==> src/rtl/qpc_pkg.sv <==
package qpc_pkg;

    localparam int unsigned NPH = 4;

    typedef logic [NPH-1:0] phase_vec_t;

    function automatic logic in_window(input int unsigned cnt,
                                       input int unsigned first,
                                       input int unsigned last);
        return (cnt >= first) && (cnt <= last);
    endfunction

endpackage

==> src/rtl/qpc_counter.sv <==
module qpc_counter #(
    parameter int unsigned PERIOD = 12,
    localparam int unsigned CW = $clog2(PERIOD)
) (
    input  logic [CW-1:0] count_q,
    input  logic          en,
    output logic [CW-1:0] count_d,
    output logic          wrap
);

    localparam logic [CW-1:0] LAST = CW'(PERIOD - 1);

    always_comb begin
        wrap    = en && (count_q == LAST);
        count_d = count_q;
        if (en) begin
            if (count_q == LAST) begin
                count_d = '0;
            end else begin
                count_d = count_q + 1'b1;
            end
        end
    end

endmodule

==> src/rtl/qpc_window.sv <==
module qpc_window #(
    parameter int unsigned PERIOD = 12,
    parameter int unsigned FIRST  = 0,
    parameter int unsigned LAST   = 1,
    localparam int unsigned CW = $clog2(PERIOD)
) (
    input  logic [CW-1:0] count_next,
    output logic          hit
);

    always_comb begin
        hit = qpc_pkg::in_window(int'(count_next), FIRST, LAST);
    end

endmodule

==> src/rtl/quad_phase_clkgen.sv <==
module quad_phase_clkgen
    import qpc_pkg::*;
#(
    parameter int unsigned PERIOD         = 12,
    parameter int unsigned PH_FIRST [NPH] = '{0, 3, 6, 11},
    parameter int unsigned PH_LAST  [NPH] = '{1, 4, 9, 11}
) (
    input  logic           clk,
    input  logic           rst,
    input  logic           en,
    output logic [NPH-1:0] phase,
    output logic           frame_start
);

    localparam int unsigned CW = $clog2(PERIOD);

    typedef struct packed {
        logic [CW-1:0] count;
        phase_vec_t    ph;
        logic          start;
    } state_t;

    state_t state_d, state_q;

    logic [CW-1:0] cnt_next;
    logic          cnt_wrap;
    phase_vec_t    win_hit;

    qpc_counter #(.PERIOD(PERIOD)) i_counter (
        .count_q (state_q.count),
        .en      (en),
        .count_d (cnt_next),
        .wrap    (cnt_wrap)
    );

    for (genvar g = 0; g < NPH; g++) begin : g_win
        qpc_window #(
            .PERIOD (PERIOD),
            .FIRST  (PH_FIRST[g]),
            .LAST   (PH_LAST[g])
        ) i_win (
            .count_next (cnt_next),
            .hit        (win_hit[g])
        );
    end

    always_comb begin
        state_d = state_q;
        if (rst) begin
            state_d = '0;
        end else if (en) begin
            state_d.count = cnt_next;
            state_d.ph    = win_hit;
            state_d.start = cnt_wrap;
        end else begin
            state_d.ph    = '0;
            state_d.start = 1'b0;
        end
    end

    always_ff @(posedge clk) begin
        state_q <= state_d;
    end

    assign phase       = state_q.ph;
    assign frame_start = state_q.start;

    // Guards on the registered state
    assert_ph_exclusive_R6: assert property (@(posedge clk) disable iff (rst)
        $onehot0(state_q.ph));

    assert_count_range_R1: assert property (@(posedge clk) disable iff (rst)
        state_q.count < CW'(PERIOD));

    assert_count_wrap_R1: assert property (@(posedge clk) disable iff (rst)
        (en && state_q.count == CW'(PERIOD - 1)) |=> (state_q.count == '0));

    assert_freeze_R8: assert property (@(posedge clk) disable iff (rst)
        !en |=> ($stable(state_q.count) && state_q.ph == '0 && !state_q.start));

    assert_reset_state_R7: assert property (@(posedge clk) disable iff (rst)
        $past(rst) |-> (state_q.count == '0 && state_q.ph == '0 && !state_q.start));

    assert_marker_at_zero_R9: assert property (@(posedge clk) disable iff (rst)
        frame_start |-> (state_q.count == '0));

    assert_marker_single_R9: assert property (@(posedge clk) disable iff (rst)
        frame_start |=> !frame_start);

endmodule

==> config.mk <==
export PLATFORM = sky130hd
export DESIGN_NAME = quad_phase_clkgen
export DESIGN_NICKNAME = d
export VERILOG_FILES = /design/src/rtl/qpc_pkg.sv /design/src/rtl/qpc_counter.sv /design/src/rtl/qpc_window.sv /design/src/rtl/quad_phase_clkgen.sv
export SDC_FILE = /design/constraint.sdc
export NUM_CORES = 1
export LEC_CHECK = 0
export CAP_MARGIN = 20
export CORE_AREA = 2 2 39 41
export CTS_BUF_LIST = sky130_fd_sc_hd__clkbuf_4 sky130_fd_sc_hd__clkbuf_8 sky130_fd_sc_hd__clkbuf_16
export DETAILED_ROUTE_END_ITERATION = 7
export DIE_AREA = 0 0 41 43
export PLACE_DENSITY = 0.59
export SETUP_SLACK_MARGIN = 0.15
export SYNTH_ARGS = -nofsm -noshare
export SYNTH_HDL_FRONTEND = slang
export SYNTH_SLANG_ARGS = --single-unit
==> constraint.sdc <==
create_clock -name clk -period 2.1 [get_ports clk]
set_input_delay 0.42 -clock clk [delete_from_list [all_inputs] [get_ports clk]]
set_output_delay 0.42 -clock clk [all_outputs]
set_load 0.03 [all_outputs]
Yosys cells after proc, flatten, opt, wreduce, memory -nomap -nowiden
Cells that the tools add are included.

storage, ports and cells
  register bits after elaboration = 9
  bits in latches = 0
  memory bits (writable) = 0
  bits in read-only memories = 0
  output and inout port bits = 5
  memories = 0

operators by class
  add/subtract/negate cells = 1
  $mul = 0
  div/mod/pow operators = 0
  order comparisons = 7
  equal/unequal tests = 1
  shift operators = 0
  mux-type cells = 2
  bitwise gates (word level) = 1
  reductions and logical operators = 5

operators with widths
  operator                                                        number
  less-or-equal comparator 4 bit, second input constant           2
  2-to-1 mux 4 bit                                                2
  adder 4 x 1 -> 4 bit, second input constant                     1
  == test 4 bit, second input constant                            1
  >= comparator 4 x 2 -> 1 bit, second input constant             1
  >= comparator 4 x 3 -> 1 bit, second input constant             1
  >= comparator 4 bit, second input constant                      1
  less-or-equal comparator 4 x 1 -> 1 bit, second input constant  1
  less-or-equal comparator 4 x 3 -> 1 bit, second input constant  1
  logical AND 1 bit                                               4
  OR reduction 2 bit                                              1
  NOT 1 bit                                                       1

Longest topological paths before layout
  word-level depth = 5
  mapped depth = 5
  depth with buffers taken out = 5

Cells and area by module
From an unflattened synthesis, not the netlist that was laid out.

second synthesis, totals
  cell total of the unflattened synthesis = 48
  area total of the unflattened synthesis = 475.5 um^2

by module, submodules not included
  module                            instances  cells an instance  area each (um^2)  seq. area each (um^2)
  quad_phase_clkgen                 1          28                 321.6             180.2
  qpc_counter                       1          12                 90.1              0.0
  qpc_window at g_win[2].i_win      1          3                  22.5              0.0
  qpc_window at g_win[1].i_win      1          3                  21.3              0.0
  qpc_window at g_win[0].i_win ...  2          1                  10.0              0.0

Worst setup path after synthesis
Ideal clock, no wire load.

  path type = flip-flop to flip-flop
  start = register state_q[5] in the netlist's numbering
  end = register state_q (netlist bit phase[1])
  library setup time = 0.117 ns
  arrival time = 1.278 ns
  data required time = 1.983 ns
  path slack = 0.705 ns
  stages on the path, launching flop included = 6
  path buffers = 0
  period minus slack after synthesis = 1.395 ns
  cells stage by stage = dfxtp_1 ha_1 nor2b_2 a31o_1 nor3b_1 a22o_1

between the ends
  word-level cells in the longest chain between the ends = 5

RTL lines
  item                                                                                            line                                  RTL
  start, declared                                                                                 quad_phase_clkgen.sv:23               state_t state_d, state_q;
  start signal, assigned                                                                          quad_phase_clkgen.sv:62               state_q <= state_d;
  adder 4 x 1 -> 4 bit / == test 4 bit (equally long branches)                                    qpc_counter.sv:20, qpc_counter.sv:17
  2-to-1 mux 4 bit                                                                                qpc_counter.sv:17                     if (count_q == LAST) begin
  2-to-1 mux 4 bit *                                                                              qpc_counter.sv:16                     if (en) begin
  >= comparator 4 x 2 -> 1 bit / less-or-equal comparator 4 x 3 -> 1 bit (equally long branches)  qpc_pkg.sv:10                         return (cnt >= first) && (cnt <= last);
  logical AND 1 bit *                                                                             qpc_pkg.sv:10

Mark *: on every way between the ends. The rest lies on a longest branch, timed or not.
A chain may end at the register's enable or synchronous reset.

Worst setup path after layout
  start = input en
  end = register state_q (netlist bit phase[2])

between the ends
  word-level cells in the longest chain between the ends = 3

RTL lines
  item                                                                                   line                     RTL
  start, declared                                                                        quad_phase_clkgen.sv:10  input logic en,
  2-to-1 mux 4 bit                                                                       qpc_counter.sv:16
  >= comparator 4 x 3 -> 1 bit / less-or-equal comparator 4 bit (equally long branches)  qpc_pkg.sv:10
  logical AND 1 bit                                                                      qpc_pkg.sv:10

Parallel ways exist; a longest one is shown, timed or not.

==> implementation parameters <==
Parameter                              Value

STA
  Final worst clock skew ... 3.24 ps
  Least-Margin Pin Slew ... 356 ps
  Maximum clock frequency ... 592 MHz
  Final cycle utilization of the critical path ... 80.5%
  Final hold viol count ... 0
  Post-route setup TNS ... 0 ps
  Final setup violating endpoints ... 0
  Worst-case hold slack ... 590 ps
  Worst slew margin relative to its limit ... 76.2%
  Final-report max-slew violation count ... 0
  Unrepaired setup endpoints after global routing ... no
  Period minus WS final ... 1690 ps

Synthesis
  Area share of xor/xnor cells in the synthesized design ... 5.34%
  Simple-gate portion of the synthesized area ... 25.2%
  Multiplexer share of the synthesized area ... 8.40%
  Number of standard cells after synthesis ... 52
  Number of enable flip-flop cells after synthesis ... 0
  Asr flop ratio synth ... 0%
  Synthesized cell area ... 492 um2
  Compound-Gate Fraction of Synth Area ... 15.8%
  Fraction of post-synthesis cell area in the top cell type by area ... 36.6%
  Primary flip-flop cell chosen by synthesis mapping ... sky130_fd_sc_hd__dfxtp_1
  Number of warning messages in the yosys log ... 0
  Syn avg cell area ... 9.46 um2
  Arithmetic-cell share of the synthesized area counting full adders, half adders and majority gates ... 2.54%
  Synth unique cells ... 26
  Post-synthesis cell type with the largest combined area ... sky130_fd_sc_hd__dfxtp_1
  Combinational family with the most area after synthesis ... simple AND/OR/NAND/NOR gates
  Cell types with the largest area share after synthesis ... sky130_fd_sc_hd__dfxtp_1, sky130_fd_sc_hd__mux2i_1, sky130_fd_sc_hd__xnor2_1, sky130_fd_sc_hd__buf_6, sky130_fd_sc_hd__nor2_1
  Synthesized flop and latch total ... 9
  Portion of the post-synthesis area used by sequential elements ... 36.6%
  Synth Net Count ... 56

Detailed routing
  Post-detailed-route count of antenna-violating nets ... 0
  Count of unresolved DRC violations after routing ... 0
  Routed wire length ... 793 um
  Number of violations reported at the end of detailed-routing iteration 0 ... 5
  Routed WL per cell ... 10.3 um
  Via count ... 363
  Number of iterations in the first detailed-routing pass ... 4
  Via density per instance ... 4.71

Die
  Rows ... 14
  Die span in x ... 41 um
  Initial cell density of the core ... 35.5%
  Core ar. ... 1380 um2
  Die boundary height ... 43 um
  I/O pins ... 8
  Area enclosed by the die boundary ... 1760 um2

Finish
  Most common cell after layout, fill and taps aside ... sky130_fd_sc_hd__dfxtp_1
  Count of nets after finishing ... 66
  Growth of design area from synthesis to finish ... 19.8%
  Most frequent cells in the layout ... sky130_fd_sc_hd__dfxtp_1, sky130_fd_sc_hd__clkdlybuf4s50_1, sky130_fd_sc_hd__nor2_1
  Non-Filler Instances ... 77
  Fillcell total ... 148
  Final antenna diode count ... 0
  Layout cell share with drive strength beyond 1 ... 18.0%
  Final Core Density ... 42.6%

Power
  Total power divided by cell area ... 640 nW/um2
  Total leakage power ... 0.000218 uW
  Maximum ir drop on the vdd rail ... 0.532 mV

Placement
  Count of input and output buffers ... 7
  Final GP Congestion ... 0.757
  Cells after DPL ... 73
  Detailed-placement wirelength estimate ... 624 um

Clock network
  Clock tree from TritonCTS ... built
  Worst skew pair latency ... 250 ps
  Total of hold buffers inserted after clock tree synthesis ... 0
  Clock buffer count from CTS ... 3
  CTS-repair resized insts ... 0
  Maximum count of clock buffers along a single path ... 2
  Number of clock sinks ... 9
  Root buffer selected by CTS ... sky130_fd_sc_hd__clkbuf_4
  Number of setup buffers added after CTS ... 0
  Number of H-tree levels ... 1
  Clock-pin slew on the worst setup and hold paths ... 60 ps

Setup path
  Family of cells with the greatest summed delay on the critical path ... buffers and inverters
  Number of buffers and inverters on the critical path ... 1
  Data arrival time of the critical path ... 1860 ps
  Critical path required time ... 2270 ps
  Delay contributed by the slowest stage of the critical path ... 630 ps
  Library cell contributing the largest single delay on the critical path ... sky130_fd_sc_hd__clkdlybuf4s50_1
  Type of origin of the critical path ... input port
  Crit-path cells ... clkdlybuf4s50_1 -> nand2_1 -> mux2i_1 -> or2_1 -> a221oi_2
  CP Max Fanout ... 8
  Startpoint-to-endpoint class of the critical path ... in2reg
  Category of the worst setup path capture point ... register

Global routing
  Pin count of the biggest net entering global routing ... 10
  First-pass GRT wire length ... 1.41 mm
  Overflow left after global routing ... 0
  Antenna violations before repair ... 0
  Via count of the first global-routing pass ... 342
  Overall routing resource usage ... 12.1%

Flow run
  Maxcap violations ... 0

Min path
  Worst hold-check path type ... reg2reg

Status
  Run status ... complete, no violations
## worst min-delay path, delay by kind of cell, from the launching register on
kind / cells / cell delay (ps)
flops: 1 / 410
simple gates: 2 / 140
## metrics by stage
step	total power (uW)	setup slack [ps]	area [um2]
floorplan	227	705	492
global placement	242	139	559
CTS	384	402	589
detailed placement	243	129	559
finish	377	409	589
global route	397	280	589
## registers in the layout, indices dropped and copies added, names as in the netlist
| name | cells |
|---|---|
| phase | 4 |
| state_q | 4 |
| frame_start | 1 |
## synthesized netlist by cell type (2+ instances only)
| master | count |
|---|---|
| sky130_fd_sc_hd__dfxtp_1 | 9 |
| sky130_fd_sc_hd__nor2_1 | 6 |
| sky130_fd_sc_hd__mux2i_1 | 3 |
| sky130_fd_sc_hd__nand2_1 | 3 |
| sky130_fd_sc_hd__xnor2_1 | 3 |
| sky130_fd_sc_hd__a22o_1 | 2 |
| sky130_fd_sc_hd__and2_1 | 2 |
| sky130_fd_sc_hd__buf_6 | 2 |
| sky130_fd_sc_hd__nand3_1 | 2 |
| sky130_fd_sc_hd__nor2b_1 | 2 |
| sky130_fd_sc_hd__nor3b_1 | 2 |
| sky130_fd_sc_hd__o21ai_0 | 2 |
## power breakdown
| group | internal, uW | leakage (uW) | switching [uW] | total [uW] |
|---|---|---|---|---|
| logic | 26.2 | 0.000127 | 27.5 | 53.6 |
| clock network | 85.7 | 0.0000184 | 53.2 | 139 |
| registers | 177 | 0.0000732 | 7.37 | 185 |
| total | 289 | 0.000218 | 88.0 | 377 |
## layer usage
layer,global-route usage (%),up-vias,wire length [um]
li1,-,200,-
met1,15.1,157,385
met2,17.5,6,372
met3,7.85,0,36
met4,2.00,0,0
met5,0,-,0
## cell type report
class / instances / area, um2 / area share, %
Clock buffer: 4 / 30.0 / 5.10
Multi-Input combinational cell: 40 / 282 / 47.8
Tap cell: 16 / 20.0 / 3.40
Timing Repair Buffer: 8 / 77.6 / 13.2
Sequential cell: 9 / 180 / 30.6
## final timing paths
| kind | end | cells past startpoint | startpoint | slack (ps) |
|---|---|---|---|---|
| max | phase[2] | 5 | en | 410 |
| min reg2reg | frame_start | 2 | state_q[8] | 590 |
| max reg2reg | phase[2] | 5 | state_q[6] | 540 |
| min | frame_start | 2 | state_q[8] | 590 |
## logic make-up after synthesis
logic type	Yosys count
flip-flops	9
XOR/XNOR	3
multiplexers	4
buffers and inverters	3
AO/OA/AOI/OAI	10
adder cells (fa/ha/maj)	1
AND/OR/NAND/NOR	22
Note: power is estimated with default switching activity, not from simulation.
